==> config.mk <==
export PLATFORM = sky130hd
export DESIGN_NAME = exec_wait_meter
export DESIGN_NICKNAME = d
export VERILOG_FILES = /design/src/rtl/exec_wait_meter.sv
export SDC_FILE = /design/constraint.sdc
export NUM_CORES = 1
export LEC_CHECK = 0
export BUFFER_PORTS_ARGS = -buffer_cell sky130_fd_sc_hd__buf_2
export CORE_ASPECT_RATIO = 1.25
export CORE_MARGIN = 2
export CORE_UTILIZATION = 50
export CTS_CLUSTER_DIAMETER = 30
export CTS_CLUSTER_SIZE = 16
export DETAILED_ROUTE_END_ITERATION = 6
export HOLD_SLACK_MARGIN = 0.08
export PLACE_DENSITY = 0.76
export SETUP_SLACK_MARGIN = 0.5
export SLEW_MARGIN = 20
export SYNTH_ARGS = -nofsm -noshare
export SYNTH_HDL_FRONTEND = slang
export SYNTH_SLANG_ARGS = --single-unit
export TNS_END_PERCENT = 5
==> constraint.sdc <==
create_clock -name clk -period 2.2 [get_ports clk]
set_input_delay 0.22 -clock clk [delete_from_list [all_inputs] [get_ports clk]]
set_output_delay 0.22 -clock clk [all_outputs]
set_load 0.05 [all_outputs]
==> src/rtl/exec_wait_meter.sv <==
module exec_wait_meter #(
  parameter int CNT_W = 32
) (
  input  logic             clk,
  input  logic             rst_n,
  input  logic             clear,
  input  logic             count_en,
  input  logic             exec_sync,
  input  logic             mem_wait,
  input  logic             acc_ref,
  input  logic             xfer_done,
  output logic [CNT_W-1:0] exec_count,
  output logic [CNT_W-1:0] wait_count
);
  localparam logic [CNT_W-1:0] CNT_MAX = '1;

  logic stalled;
  assign stalled = exec_sync & mem_wait & ~acc_ref & ~xfer_done;

  always_ff @(posedge clk or negedge rst_n) begin
    if (!rst_n) begin
      exec_count <= '0;
      wait_count <= '0;
    end else if (clear) begin
      exec_count <= '0;
      wait_count <= '0;
    end else if (count_en) begin
      if (stalled) begin
        if (wait_count != CNT_MAX) wait_count <= wait_count + 1'b1;
      end else begin
        if (exec_count != CNT_MAX) exec_count <= exec_count + 1'b1;
      end
    end
  end

  assert_one_charge_R2: assert property (@(posedge clk) disable iff (!rst_n)
    (count_en && !clear && exec_count != CNT_MAX && wait_count != CNT_MAX) |=>
    ({1'b0, exec_count} + {1'b0, wait_count} ==
     {1'b0, $past(exec_count)} + {1'b0, $past(wait_count)} + 1'b1));

  assert_acc_blocks_R3: assert property (@(posedge clk) disable iff (!rst_n)
    (count_en && !clear && acc_ref) |=> $stable(wait_count));

  assert_xfer_blocks_R4: assert property (@(posedge clk) disable iff (!rst_n)
    (count_en && !clear && xfer_done) |=> $stable(wait_count));

  assert_no_overflow_R5: assert property (@(posedge clk) disable iff (!rst_n)
    (!clear && exec_count == CNT_MAX && wait_count == CNT_MAX) |=>
    (exec_count == CNT_MAX && wait_count == CNT_MAX));

  assert_clear_R6: assert property (@(posedge clk) disable iff (!rst_n)
    clear |=> (exec_count == '0 && wait_count == '0));

  assert_freeze_R7: assert property (@(posedge clk) disable iff (!rst_n)
    (!count_en && !clear) |=> ($stable(exec_count) && $stable(wait_count)));
endmodule

# Word level (Yosys, flattened, before mapping)

Index checks and enable logic that the tools add are counted.

Bits of input ports: 8
Flip-flop bits (word level): 64
Logic and storage cells: 26

Bitwise logic cells: 5
Eq/ne operators: 3
Add/sub/neg operators: 2
Muxes and demuxes: 8
Reduce and logical (&&, ||, !) cells: 6

Operators with widths:

| kind                    | number |
|---|---|
| $mux W32                | 8 |
| $add A32 B1 Y32 const B | 2 |
| $ne A32 B32 Y1 const B  | 2 |
| $reduce_bool A2 Y1      | 4 |
| $reduce_and A3 Y1       | 2 |
| $and A1 B1 Y1           | 3 |
| $ne A2 B2 Y1 const B    | 1 |
| $not A1 Y1              | 2 |

# Longest topological paths before layout

Gate-level depths: netlist of the first run.

Depth after elaboration: 6
Depth in mapped cells: 8

# Least setup slack after synthesis of the first run

Ideal clock, no wire load.

Path kind: register to register
From: register exec_count[0]
To: register exec_count[1]
Arrival time: 2.428 ns
Library setup time: 0.132 ns
Setup slack: -0.359 ns
Buffers on the path: 2
Cell stages (with the launch flop): 9
Cells stage by stage: dfrtp_1 > ha_1 > nand2_1 > or4_4 > o31ai_4 > buf_6 > buf_6 > mux2i_1 > nor2_1

Word-level cells in the longest chain between the ends: 5

RTL lines:

| what                     | line | source |
|---|---|---|
| start: declaration       | 12   | `output logic [CNT_W-1:0] exec_count,` |
| start signal: assignment | 31   | `if (exec_count != CNT_MAX) exec_count <= exec_count + 1'b1;` |
| $add A32 B1 Y32          | 31   |  |
| $mux W32                 | 31   |  |
| $mux W32                 | 28   | `if (stalled) begin` |
| $mux W32                 | 27   | `end else if (count_en) begin` |
| $mux W32                 | 24   | `end else if (clear) begin` |

Parallel ways exist; a longest one is shown, timed or not. The select of a mux whose other input is x is not followed.
A chain may end at the register's enable or synchronous reset.

# Worst setup path in the final report of the first run

From: register exec_count[1]
To: register exec_count[11]

Same word-level chain as after synthesis.

==> results of run 1 <==
## final cells by class
cell class	count	area share, %
Clock inverter	2	0.656
Timing Repair Buffer	129	15.9
Tap cell	92	2.16
Multi-Input combinational cell	317	45.9
Inverter	11	0.774
Clock buffer	14	3.42
Sequential cell	64	31.2
## kinds of logic (layout without fill, tap and decap cells)
kind of cell	count (synthesis)	in the layout	share of synthesized area [%]
simple gates	200	200	32.0
fa+ha+maj	2	2	0.677
flops	64	64	43.3
xor+xnor	4	4	0.948
compound gates	101	101	16.2
mux	10	10	3.01
buf+inv	31	156	3.89
## through the flow
step / TNS [ns] / utilization, %
2_1_floorplan: 0 / -
3_3_place_gp: 0 / 60.3
3_5_place_dp: 0 / 60.3
4_1_cts: 0 / 65.4
5_1_grt: -0.176 / 73.4
6_report: 0 / 73.4
## repair_timing
action | CTS | global route
buffers inserted | 14 | 11
pin swaps | 6 | 75
endpoints found under the setup margin | 64 | 64
hold endpoints to repair | 64 | 0
hold buffers | 1 | 0
gates cloned | 0 | 2
resized for setup | 9 | 110
## routing by layer
layer / vias up / GRT usage, % / wire (um)
met5: - / 0 / 0
met4: 0 / 12.0 / 258
met3: 30 / 6.29 / 669
met2: 160 / 45.5 / 6110
met1: 1971 / 30.9 / 4380
li1: 1808 / - / -
## flip-flops by register name (all words and copies together), names as in the netlist
register and count:
exec_count 32, wait_count 32
## synthesized netlist by cell type, types with 2 or more instances
master                     count
sky130_fd_sc_hd__o21ai_1       7
sky130_fd_sc_hd__buf_2         4
sky130_fd_sc_hd__dfrtp_1      64
sky130_fd_sc_hd__mux2_2        7
sky130_fd_sc_hd__nand3b_1      2
sky130_fd_sc_hd__or2_2         2
sky130_fd_sc_hd__nor4_1       10
sky130_fd_sc_hd__and3_1        4
sky130_fd_sc_hd__mux2_1        2
sky130_fd_sc_hd__buf_6         3
sky130_fd_sc_hd__and4_1        5
sky130_fd_sc_hd__clkbuf_1     13
sky130_fd_sc_hd__inv_1        11
sky130_fd_sc_hd__or4_4         2
sky130_fd_sc_hd__nor2b_1      13
sky130_fd_sc_hd__nand4_1      18
sky130_fd_sc_hd__a21oi_1      45
sky130_fd_sc_hd__nor2_1       26
sky130_fd_sc_hd__a211oi_1      3
sky130_fd_sc_hd__o31ai_1      20
sky130_fd_sc_hd__or4_1        22
sky130_fd_sc_hd__nor3_1        5
sky130_fd_sc_hd__ha_1          2
sky130_fd_sc_hd__nand2_1      30
sky130_fd_sc_hd__xnor2_1       3
sky130_fd_sc_hd__or3_1        29
sky130_fd_sc_hd__o21ai_0      21
sky130_fd_sc_hd__nand3_1      20
## worst register-to-register path, delay by kind of cell (launching register included)
kind	cells	cell delay, ns
AOI/OAI and AO/OA	1	0.31
adders and majority gates	1	0.15
DFF	1	0.39
and+or+nand+nor	3	0.67
buffers and inverters	1	0.19
muxes	1	0.33
## where the power goes
part | switching [uW] | leakage [uW] | internal, uW
combinational | 105 | 0.00124 | 46.6
clock | 471 | 0.000113 | 646
sequential | 5.18 | 0.000811 | 1180
## how the worst max path moves through the flow
stage / startpoint / endpoint / cells after the start
floorplan: exec_count[11] / exec_count[11] / 6
global placement: exec_count[1] / exec_count[22] / 6
detailed placement: exec_count[0] / exec_count[22] / 6
CTS: wait_count[15] / wait_count[27] / 7
global route: wait_count[10] / wait_count[12] / 6
finish: exec_count[1] / exec_count[11] / 7
==> results.sh, run 1 <==
export IMPL_run_status="completed"
export IMPL_synthArstFlopShare_pct=100
export IMPL_worstRegToRegCells=7
export IMPL_finalClockSkew_ns=0.00848
export IMPL_power_density_nw_per_um2=460
export IMPL_vias_per_cell=6.31
export IMPL_synth_edff_count=0
export IMPL_antenna_violating_nets_post_route=0
export IMPL_cts_num_sinks=64
export IMPL_starting_density_pct=50.8
export IMPL_commonest_non_fill_non_tap_cells_in_the_layout="72 x sky130_fd_sc_hd__buf_2, 49 x sky130_fd_sc_hd__dfrtp_2, 46 x sky130_fd_sc_hd__buf_4, 30 x sky130_fd_sc_hd__a21oi_1, 29 x sky130_fd_sc_hd__nand2_1"
export IMPL_clk_path_buf_depth=2
export IMPL_register_cell_area_after_layout_um2=1660
export IMPL_vdd_ir_drop_max_mv=0.377
export IMPL_fp_dieW_um=80.9
export IMPL_critical_path_max_stage_delay_ns=0.56
export IMPL_wire_length_of_the_first_global_routing_pass_mm=16.8
export IMPL_timing_slew_headroom_pct=50.8
export IMPL_synth_cell_type_count=47
export IMPL_final_instance_count_excl_fill=629
export IMPL_timing_hold_violations_final=0
export IMPL_timing_final_max_slew_violations=0
export IMPL_fmax_mhz=462
export IMPL_core_region_area_um2=7270
export IMPL_hold_slack_ns=0.411
export IMPL_grt_remaining_overflow=0
export IMPL_vias=3969
export IMPL_critical_path_cell_chain="ha_4 > nand2_4 > or4_4 > o31ai_4 > buf_6 > nor4_1 > mux2_1"
export IMPL_postLayoutCellArea_um2=5340
export IMPL_n_fill_cell=539
export IMPL_critical_path_slowest_cell="sky130_fd_sc_hd__or4_4"
export IMPL_die_h_um=100
export IMPL_area_fraction_of_the_dominant_cell_type_after_synthesis_pct=43.3
export IMPL_placed_cell_area_um2=4380
export IMPL_detailedRoute_firstIterationViolations=230
export IMPL_reg2reg_from="exec_count[1]"
export IMPL_dpl_hpwl_mm=6.97
export IMPL_finalCriticalPeriod_ns=2.17
export IMPL_cp_required_ns=2.43
export IMPL_path_buf_inv=1
export IMPL_crit_path_start_kind="register"
export IMPL_synthToLayoutAreaGrowth_pct=44.5
export IMPL_drive_above_1_share_pct=52.0
export IMPL_synthCells=412
export IMPL_crit_path_max_fanout=10
export IMPL_drc_viols=0
export IMPL_post_synth_cell_area_avg_um2=8.97
export IMPL_p_total_uw=2450
export IMPL_initial_antenna_violation_count=0
export IMPL_grt_max_degree=65
export IMPL_final_nets=542
export IMPL_rsz0062_at_grt="true"
export IMPL_pre_cts_slack_ns=0.0764
export IMPL_io_pins=72
export IMPL_leading_cell_type_in_the_layout_fill_and_taps_excluded="sky130_fd_sc_hd__buf_2"
export IMPL_first_global_vias=3713
export IMPL_die_area_um2=8100
export IMPL_cts_root_buf="sky130_fd_sc_hd__clkbuf_8"
export IMPL_final_setup_violating_endpoints=0
export IMPL_yosys_most_used_dff="sky130_fd_sc_hd__dfrtp_1"
export IMPL_groute_usage_overall_pct=26.4
export IMPL_r2r_setup_slack_ns=0.03
export IMPL_synth_area_leader_cell="sky130_fd_sc_hd__dfrtp_1"
export IMPL_power_leakage_uw=0.00216
export IMPL_buffer_ports_inserted=71
export IMPL_floorplan_rows=35
export IMPL_place_inst=585
export IMPL_final_period_utilization_pct=98.4
export IMPL_timing_critical_path_to_type="register"
export IMPL_yosys_warnings=0
export IMPL_synth_seq_cells=64
export IMPL_synth_sequential_area_ratio_pct=43.3
export IMPL_insertedDiodeCount=0
export IMPL_cts_htree_levels=3
export IMPL_first_pass_iters=5
export IMPL_pnr_worst_setup_slack_ns=0.0346
export IMPL_syn_cell_area_um2=3690
export IMPL_clk_transition_reported_paths_ns=0.07
export IMPL_crit_family="simple AND/OR/NAND/NOR gates"
export IMPL_clock_insertion_delay_worst_skew_ns=0.35
export IMPL_wire_per_inst_um=18.1
export IMPL_tritoncts="done"
export IMPL_crit_reg2reg_capture="exec_count[11]"
export IMPL_synthTopCellsByArea="sky130_fd_sc_hd__dfrtp_1 43%, sky130_fd_sc_hd__a21oi_1 6.1%, sky130_fd_sc_hd__or3_1 4.9%, sky130_fd_sc_hd__or4_1 4.5%, sky130_fd_sc_hd__o31ai_1 4.1%"
export IMPL_worst_slew_pin_transition_ns=0.727
export IMPL_critical_path_arrival_ns=2.39
export IMPL_max_cap_violations=0
export IMPL_synth_fp_nets=422
export IMPL_gp_routability_congestion=0.820
export IMPL_cts_buffers=9
export IMPL_multi_input_combinational_cell_area_um2=2450
export IMPL_timing_hold_worst_class="input pin to asynchronous set/reset pin"
export IMPL_crit_type="register to register"
export IMPL_wirelength_mm=11.4
(Power assumes the default switching activity.)
==> run 2: changes to the inputs <==
--- a/config.mk
+++ b/config.mk
@@ -5,15 +5,16 @@
 export SDC_FILE = /design/constraint.sdc
 export NUM_CORES = 1
 export LEC_CHECK = 0
+export ABC_AREA = 1
 export BUFFER_PORTS_ARGS = -buffer_cell sky130_fd_sc_hd__buf_2
 export CORE_ASPECT_RATIO = 1.25
 export CORE_MARGIN = 2
-export CORE_UTILIZATION = 50
+export CORE_UTILIZATION = 52
 export CTS_CLUSTER_DIAMETER = 30
 export CTS_CLUSTER_SIZE = 16
 export DETAILED_ROUTE_END_ITERATION = 6
 export HOLD_SLACK_MARGIN = 0.08
-export PLACE_DENSITY = 0.76
+export PLACE_DENSITY = 0.77
 export SETUP_SLACK_MARGIN = 0.5
 export SLEW_MARGIN = 20
 export SYNTH_ARGS = -nofsm -noshare
==> results.sh, run 2 <==
export IMPL_synth_cell_type_count=28
export IMPL_synthArstFlopShare_pct=100
export IMPL_vias_per_cell=5.54
export IMPL_clock_power_share_pct=46.2
export IMPL_vdd_ir_drop_max_mv=0.255
export IMPL_run_status="completed"
export IMPL_power_leakage_uw=0.00265
export IMPL_gp_routability_congestion=0.994
export IMPL_layout_top_registers="exec_count: 32 flops, wait_count: 32 flops"
export IMPL_pre_cts_slack_ns=0.0699
export IMPL_leading_cell_type_in_the_layout_fill_and_taps_excluded="sky130_fd_sc_hd__nand2_1"
export IMPL_wirelength_mm=14.3
export IMPL_initial_antenna_violation_count=0
export IMPL_synthMostInstantiatedCell="sky130_fd_sc_hd__nand2_1"
export IMPL_yosys_most_used_dff="sky130_fd_sc_hd__dfrtp_1"
export IMPL_synth_sequential_area_ratio_pct=35.4
export IMPL_power_share_switching_pct=25.6
export IMPL_finalClockSkew_ns=0.00956
export IMPL_rsz0062_at_grt="true"
export IMPL_groute_usage_overall_pct=29.9
export IMPL_timing_final_max_slew_violations=0
export IMPL_timing_slew_headroom_pct=61.2
export IMPL_synthCells=710
export IMPL_p_comb_share_pct=6.9
export IMPL_synth_fp_nets=720
export IMPL_tritoncts="done"
export IMPL_cts_htree_levels=3
export IMPL_fp_dieW_um=87.5
export IMPL_yosys_warnings=0
export IMPL_hold_path_cells=2
export IMPL_die_h_um=108
export IMPL_vias=5055
export IMPL_critical_path_cell_chain="ha_4 > nand2_4 > nor2_4 > nand2_2 > nor2_4 > buf_6 > a21oi_4 > buf_4 > nand3_1 > o21ai_0"
export IMPL_pnr_worst_setup_slack_ns=0.532
export IMPL_p_total_uw=2530
export IMPL_clock_insertion_delay_worst_skew_ns=0.36
export IMPL_worstRegToRegCells=10
export IMPL_floorplan_rows=38
export IMPL_crit_type="register to register"
export IMPL_synth_edff_count=0
export IMPL_first_global_vias=4733
export IMPL_crit_path_start_kind="register"
export IMPL_syn_cell_area_um2=4530
export IMPL_wire_per_inst_um=15.7
export IMPL_critical_path_arrival_ns=1.90
export IMPL_die_area_um2=9470
export IMPL_reg_power_share_pct=46.9
export IMPL_cts_num_sinks=64
export IMPL_post_synth_most_frequent_cells="299 x sky130_fd_sc_hd__nand2_1, 113 x sky130_fd_sc_hd__nor2_1, 64 x sky130_fd_sc_hd__dfrtp_1"
export IMPL_max_cap_violations=0
export IMPL_io_pins=72
export IMPL_grt_max_degree=27
export IMPL_grt_met2_usage_pct=54.0
export IMPL_area_fraction_of_the_dominant_cell_type_after_synthesis_pct=35.4
export IMPL_crit_path_max_fanout=6
export IMPL_wire_length_of_the_first_global_routing_pass_mm=22.0
export IMPL_first_pass_iters=5
export IMPL_dpl_hpwl_mm=9.72
export IMPL_critical_path_max_stage_delay_ns=0.41
export IMPL_core_region_area_um2=8560
export IMPL_timing_hold_worst_class="input pin to register"
export IMPL_synth_area_leader_cell="sky130_fd_sc_hd__dfrtp_1"
export IMPL_intPower_uw=1880
export IMPL_synthTopCellsByArea="sky130_fd_sc_hd__dfrtp_1 35%, sky130_fd_sc_hd__nand2_1 25%, sky130_fd_sc_hd__nor2_1 9.4%, sky130_fd_sc_hd__nand4_1 5.9%, sky130_fd_sc_hd__nand3_1 5.2%"
export IMPL_grt_remaining_overflow=0
export IMPL_n_fill_cell=738
export IMPL_cts_root_buf="sky130_fd_sc_hd__clkbuf_8"
export IMPL_buffer_ports_inserted=71
export IMPL_fmax_mhz=599
export IMPL_starting_density_pct=52.9
export IMPL_final_period_utilization_pct=75.8
export IMPL_power_density_nw_per_um2=454
export IMPL_multi_input_combinational_cell_area_um2=2710
export IMPL_register_cell_area_after_layout_um2=1670
export IMPL_gr_max_usage_layer="met2"
export IMPL_worst_slew_pin_transition_ns=0.582
export IMPL_cpMostUsedCell="sky130_fd_sc_hd__nor2_4"
export IMPL_critical_path_slowest_cell="sky130_fd_sc_hd__dfrtp_2"
export IMPL_cts_buffers=9
export IMPL_power_switching_uw=648
export IMPL_finalCriticalPeriod_ns=1.67
export IMPL_timing_critical_path_to_type="register"
export IMPL_final_nets=817
export IMPL_drive_above_1_share_pct=25.9
export IMPL_timing_setup_tns_ns=0
export IMPL_insertedDiodeCount=0
export IMPL_final_setup_violating_endpoints=0
export IMPL_synth_seq_cells=64
export IMPL_detailedRoute_firstIterationViolations=255
export IMPL_gr_usage_met3_pct=5.19
export IMPL_commonest_non_fill_non_tap_cells_in_the_layout="297 x sky130_fd_sc_hd__nand2_1, 111 x sky130_fd_sc_hd__nor2_1, 71 x sky130_fd_sc_hd__buf_2, 55 x sky130_fd_sc_hd__inv_1, 53 x sky130_fd_sc_hd__dfrtp_2"
export IMPL_cp_required_ns=2.43
export IMPL_clk_path_buf_depth=2
export IMPL_timing_hold_violations_final=0
export IMPL_post_synth_cell_area_avg_um2=6.38
export IMPL_antenna_violating_nets_post_route=0
export IMPL_grt_util_met1_pct=32.3
export IMPL_clk_transition_reported_paths_ns=0.08
export IMPL_drc_viols=0
export IMPL_synthToLayoutAreaGrowth_pct=23.2
[run 2: area by class of cell]
class	count	area share (%)
flip-flops and latches	64	29.9
clock buffers	10	2.47
inverters	62	4.62
well taps	100	2.24
multi-input cells	572	48.6
repair buffers	94	9.87
clock inverters	6	1.48
repair inverters	4	0.807
[run 2: power groups by stage]
| stage | logic, uW | clock network, uW | registers [uW] |
|---|---|---|---|
| 6_report | 176 | 1170 | 1190 |
| 5_1_grt | 189 | 1230 | 1190 |
| 4_1_cts | 152 | 1180 | 1190 |
| 3_5_place_dp | 146 | 0 | 1210 |
| 3_3_place_gp | 141 | 0 | 1210 |
| 2_1_floorplan | 72.8 | 0 | 1220 |
[run 2: final timing paths]
| kind | startpoint | to | slack, ns |
|---|---|---|---|
| max in group asynchronous | rst_n | exec_count[4] | 1.07 |
| hold / removal | clear | wait_count[17] | 0.24 |
| setup reg to reg | wait_count[1] | wait_count[6] | 0.53 |
| min in group asynchronous | rst_n | exec_count[28] | 0.39 |
| setup / recovery | wait_count[1] | wait_count[6] | 0.53 |
| hold reg to reg | wait_count[4] | wait_count[4] | 0.54 |
[run 2: worst max-delay path, delay by kind of cell, from the launching register on]
kind | cells | cell delay, ns
buffers and inverters | 2 | 0.32
flip-flops | 1 | 0.41
AND/OR/NAND/NOR | 5 | 0.51
AO/OA/AOI/OAI | 2 | 0.14
adder cells (fa/ha/maj) | 1 | 0.16
[run 2: cells by family after synthesis]
kind of cell	after synthesis	share of synthesized area (%)
flip-flops	64	35.4
XOR/XNOR	12	2.32
AO/OA/AOI/OAI	17	2.29
adder cells (fa/ha/maj)	2	0.553
AND/OR/NAND/NOR	539	52.2
buffers and inverters	76	7.27
[run 2: stage by stage]
| step | utilization (%) | cell area, um^2 | std cells | hold WS, ns |
|---|---|---|---|---|
| after detailed placement | 59.4 | 5080 | 877 | 0.242 |
| after global placement | 59.4 | 5080 | 877 | 0.230 |
| after CTS | 62.9 | 5380 | 898 | 0.223 |
| final | 65.2 | 5580 | 912 | 0.244 |
| after floorplan | - | 4620 | 710 | -0.0756 |
| after global routing | 65.2 | 5580 | 912 | 0.236 |
[run 2: what timing repair did]
action	CTS	global route
hold buffers	1	0
buffers inserted	3	9
cloned	1	5
endpoints found under the setup margin	53	57
hold endpoints to repair	22	0
resized for setup	6	22
pin swaps	3	5
[run 2: per-layer routing]
metal | vias up | routed length (um)
met1 | 2307 | 5190
li1 | 2450 | -
met4 | 0 | 811
met3 | 62 | 877
met5 | - | 0
met2 | 236 | 7440
==> run 3: changes to the inputs <==
==> constraint.sdc (replaced) <==
create_clock -name clk -period 1.4 [get_ports clk]
set_input_delay 0.14 -clock clk [delete_from_list [all_inputs] [get_ports clk]]
set_output_delay 0.14 -clock clk [all_outputs]
set_load 0.05 [all_outputs]
==> results.sh, run 3 (synthesis gave the netlist of run 2 again) <==
export IMPL_die_area_um2=9470
export IMPL_timing_critical_path_to_type="register"
export IMPL_final_period_utilization_pct=124
export IMPL_core_region_area_um2=8560
export IMPL_drc_viols=2
export IMPL_fmax_mhz=576
export IMPL_antenna_violating_nets_post_route=0
export IMPL_crit_path_max_fanout=6
export IMPL_wire_length_of_the_first_global_routing_pass_mm=28.8
export IMPL_clk_transition_reported_paths_ns=0.08
export IMPL_reg2reg_from="exec_count[17]"
export IMPL_power_leakage_uw=0.00347
export IMPL_cts_htree_levels=3
export IMPL_commonest_non_fill_non_tap_cells_in_the_layout="286 x sky130_fd_sc_hd__nand2_1, 91 x sky130_fd_sc_hd__buf_4, 87 x sky130_fd_sc_hd__nor2_1, 63 x sky130_fd_sc_hd__buf_8, 56 x sky130_fd_sc_hd__buf_6"
export IMPL_crit_family="simple AND/OR/NAND/NOR gates"
export IMPL_crit_path_start_kind="register"
export IMPL_r2r_setup_slack_ns=-0.34
export IMPL_crit_reg2reg_capture="exec_count[10]"
export IMPL_multi_input_combinational_cell_area_um2=2840
export IMPL_layout_top_registers="exec_count: 32 flops, wait_count: 32 flops"
export IMPL_drive_above_1_share_pct=39.8
export IMPL_clk_path_buf_depth=2
export IMPL_starting_density_pct=52.9
export IMPL_register_cell_area_after_layout_um2=1660
export IMPL_hold_path_cells=3
export IMPL_power_density_nw_per_um2=514
export IMPL_pre_cts_slack_ns=-0.197
export IMPL_cts_num_sinks=64
export IMPL_finalCriticalPeriod_ns=1.74
export IMPL_grt_remaining_overflow=0
export IMPL_first_global_vias=6085
export IMPL_failing_checks="design-rule violations, negative setup slack"
export IMPL_final_setup_violating_endpoints=64
export IMPL_detailedRoute_firstIterationViolations=777
export IMPL_critical_path_arrival_ns=1.98
export IMPL_floorplan_rows=38
export IMPL_first_pass_iters=7
export IMPL_cts_buffers=9
export IMPL_rsz0062_at_grt="true"
export IMPL_dpl_hpwl_mm=11.3
export IMPL_grt_max_degree=65
export IMPL_clock_insertion_delay_worst_skew_ns=0.37
export IMPL_buffer_ports_inserted=71
export IMPL_cp_required_ns=1.65
export IMPL_fp_dieW_um=87.5
export IMPL_tritoncts="done"
export IMPL_worst_slew_pin_transition_ns=0.549
export IMPL_cpMostUsedCell="sky130_fd_sc_hd__nand2_1"
export IMPL_hold_path_end="exec_count[17]"
export IMPL_postLayoutCellArea_um2=7510
export IMPL_crit_type="register to register"
export IMPL_wire_per_inst_um=19.7
export IMPL_initial_antenna_violation_count=0
export IMPL_critical_path_max_stage_delay_ns=0.39
export IMPL_die_h_um=108
export IMPL_vias=6379
export IMPL_timing_hold_worst_class="input pin to register"
export IMPL_groute_usage_overall_pct=39.2
export IMPL_wirelength_mm=20.5
export IMPL_run_status="finished, violations left"
export IMPL_pnr_worst_setup_slack_ns=-0.336
export IMPL_io_pins=72
export IMPL_critical_path_cell_chain="nand2_1 > nor2_2 > nand2_1 > nor2_4 > nand2_4 > nand2_4 > nand2_4 > buf_6 > nand2_1 > nand2_1"
export IMPL_timing_hold_violations_final=0
export IMPL_final_nets=942
export IMPL_vdd_ir_drop_max_mv=0.467
export IMPL_timing_slew_headroom_pct=63.2
export IMPL_timing_final_max_slew_violations=0
export IMPL_path_buf_inv=1
export IMPL_placed_cell_area_um2=6130
export IMPL_finalClockSkew_ns=0.0109
export IMPL_cts_root_buf="sky130_fd_sc_hd__clkbuf_8"
export IMPL_max_cap_violations=0
export IMPL_worstRegToRegCells=10
export IMPL_synthToLayoutAreaGrowth_pct=65.9
export IMPL_insertedDiodeCount=0
export IMPL_vias_per_cell=6.15
export IMPL_gp_routability_congestion=0.977
export IMPL_n_fill_cell=414
export IMPL_critical_path_slowest_cell="sky130_fd_sc_hd__dfrtp_2"
export IMPL_hold_path_startpoint="clear"
export IMPL_leading_cell_type_in_the_layout_fill_and_taps_excluded="sky130_fd_sc_hd__nand2_1"
## run 3: cell types whose count changed in the layout (fill, tap and decap cells not counted), moves of 11 or more
| cell | before | now |
|---|---|---|
| sky130_fd_sc_hd__buf_8 | 0 | 63 |
| sky130_fd_sc_hd__nand2_1 | 297 | 286 |
| sky130_fd_sc_hd__buf_6 | 2 | 56 |
| sky130_fd_sc_hd__buf_4 | 19 | 91 |
| sky130_fd_sc_hd__buf_2 | 71 | 8 |
| sky130_fd_sc_hd__nor2_2 | 5 | 25 |
| sky130_fd_sc_hd__nor2_1 | 111 | 87 |
## run 3: power breakdown
group	internal, uW	switching [uW]
Clock	836	800
Combinational	118	241
Sequential	1850	9.09
Total	2810	1050
## run 3: timing repair
item | 4_1_cts | 5_1_grt
hold buffers | 1 | 0
buffers inserted | 4 | 6
gates resized for setup | 264 | 54
endpoints found under the setup margin | 128 | 128
hold endpoints to repair | 64 | 0
pin swaps | 7 | 12
cloned | 1 | 1
## run 3: how the worst max path moves through the flow
stage              startpoint        endpoint  slack, ns  depth (start not counted)
2_1_floorplan   wait_count[1]  wait_count[25]      -0.38                         12
3_3_place_gp    wait_count[1]   wait_count[6]      -0.14                         10
3_5_place_dp    exec_count[0]  exec_count[28]      -0.20                          9
4_1_cts         wait_count[0]   wait_count[3]      -0.16                         11
5_1_grt         exec_count[6]  exec_count[10]      -0.43                          9
6_report       exec_count[17]  exec_count[10]      -0.34                         10
## run 3: final cells by class
type	count	share of cell area, %
tap	100	1.67
clock inverter	2	0.167
inverter	62	3.47
timing repair buffer	225	32.4
sequential	64	22.1
multi-input combinational	570	37.8
clock buffer	14	2.43
## run 3: per-layer routing
metal	global-route usage, %	wire [um]	up-vias
met3	6.26	1840	179
met4	21.6	1630	0
met5	0	0	-
met1	42.0	6770	2956
met2	71.7	10200	556
li1	-	-	2688
## run 3: tightest hold or removal path: cells and delay by family
family,cells,cell delay [ns]
and+or+nand+nor,1,0.07
buffers and inverters,2,0.30
## run 3: metrics by stage
step / power (uW) / utilization, % / hold WS [ns] / instances / TNS [ns]
6_report: 3860 / 87.7 / 0.181 / 1037 / -14.83
5_1_grt: 3940 / 87.7 / 0.206 / 1037 / -19.49
4_1_cts: 3800 / 84.9 / 0.161 / 1030 / -7.61
3_5_place_dp: 2180 / 71.6 / 0.186 / 1008 / -10.21
3_3_place_gp: 2170 / 71.6 / 0.184 / 1008 / -6.61
2_1_floorplan: 2040 / - / -0.156 / 710 / -20.47
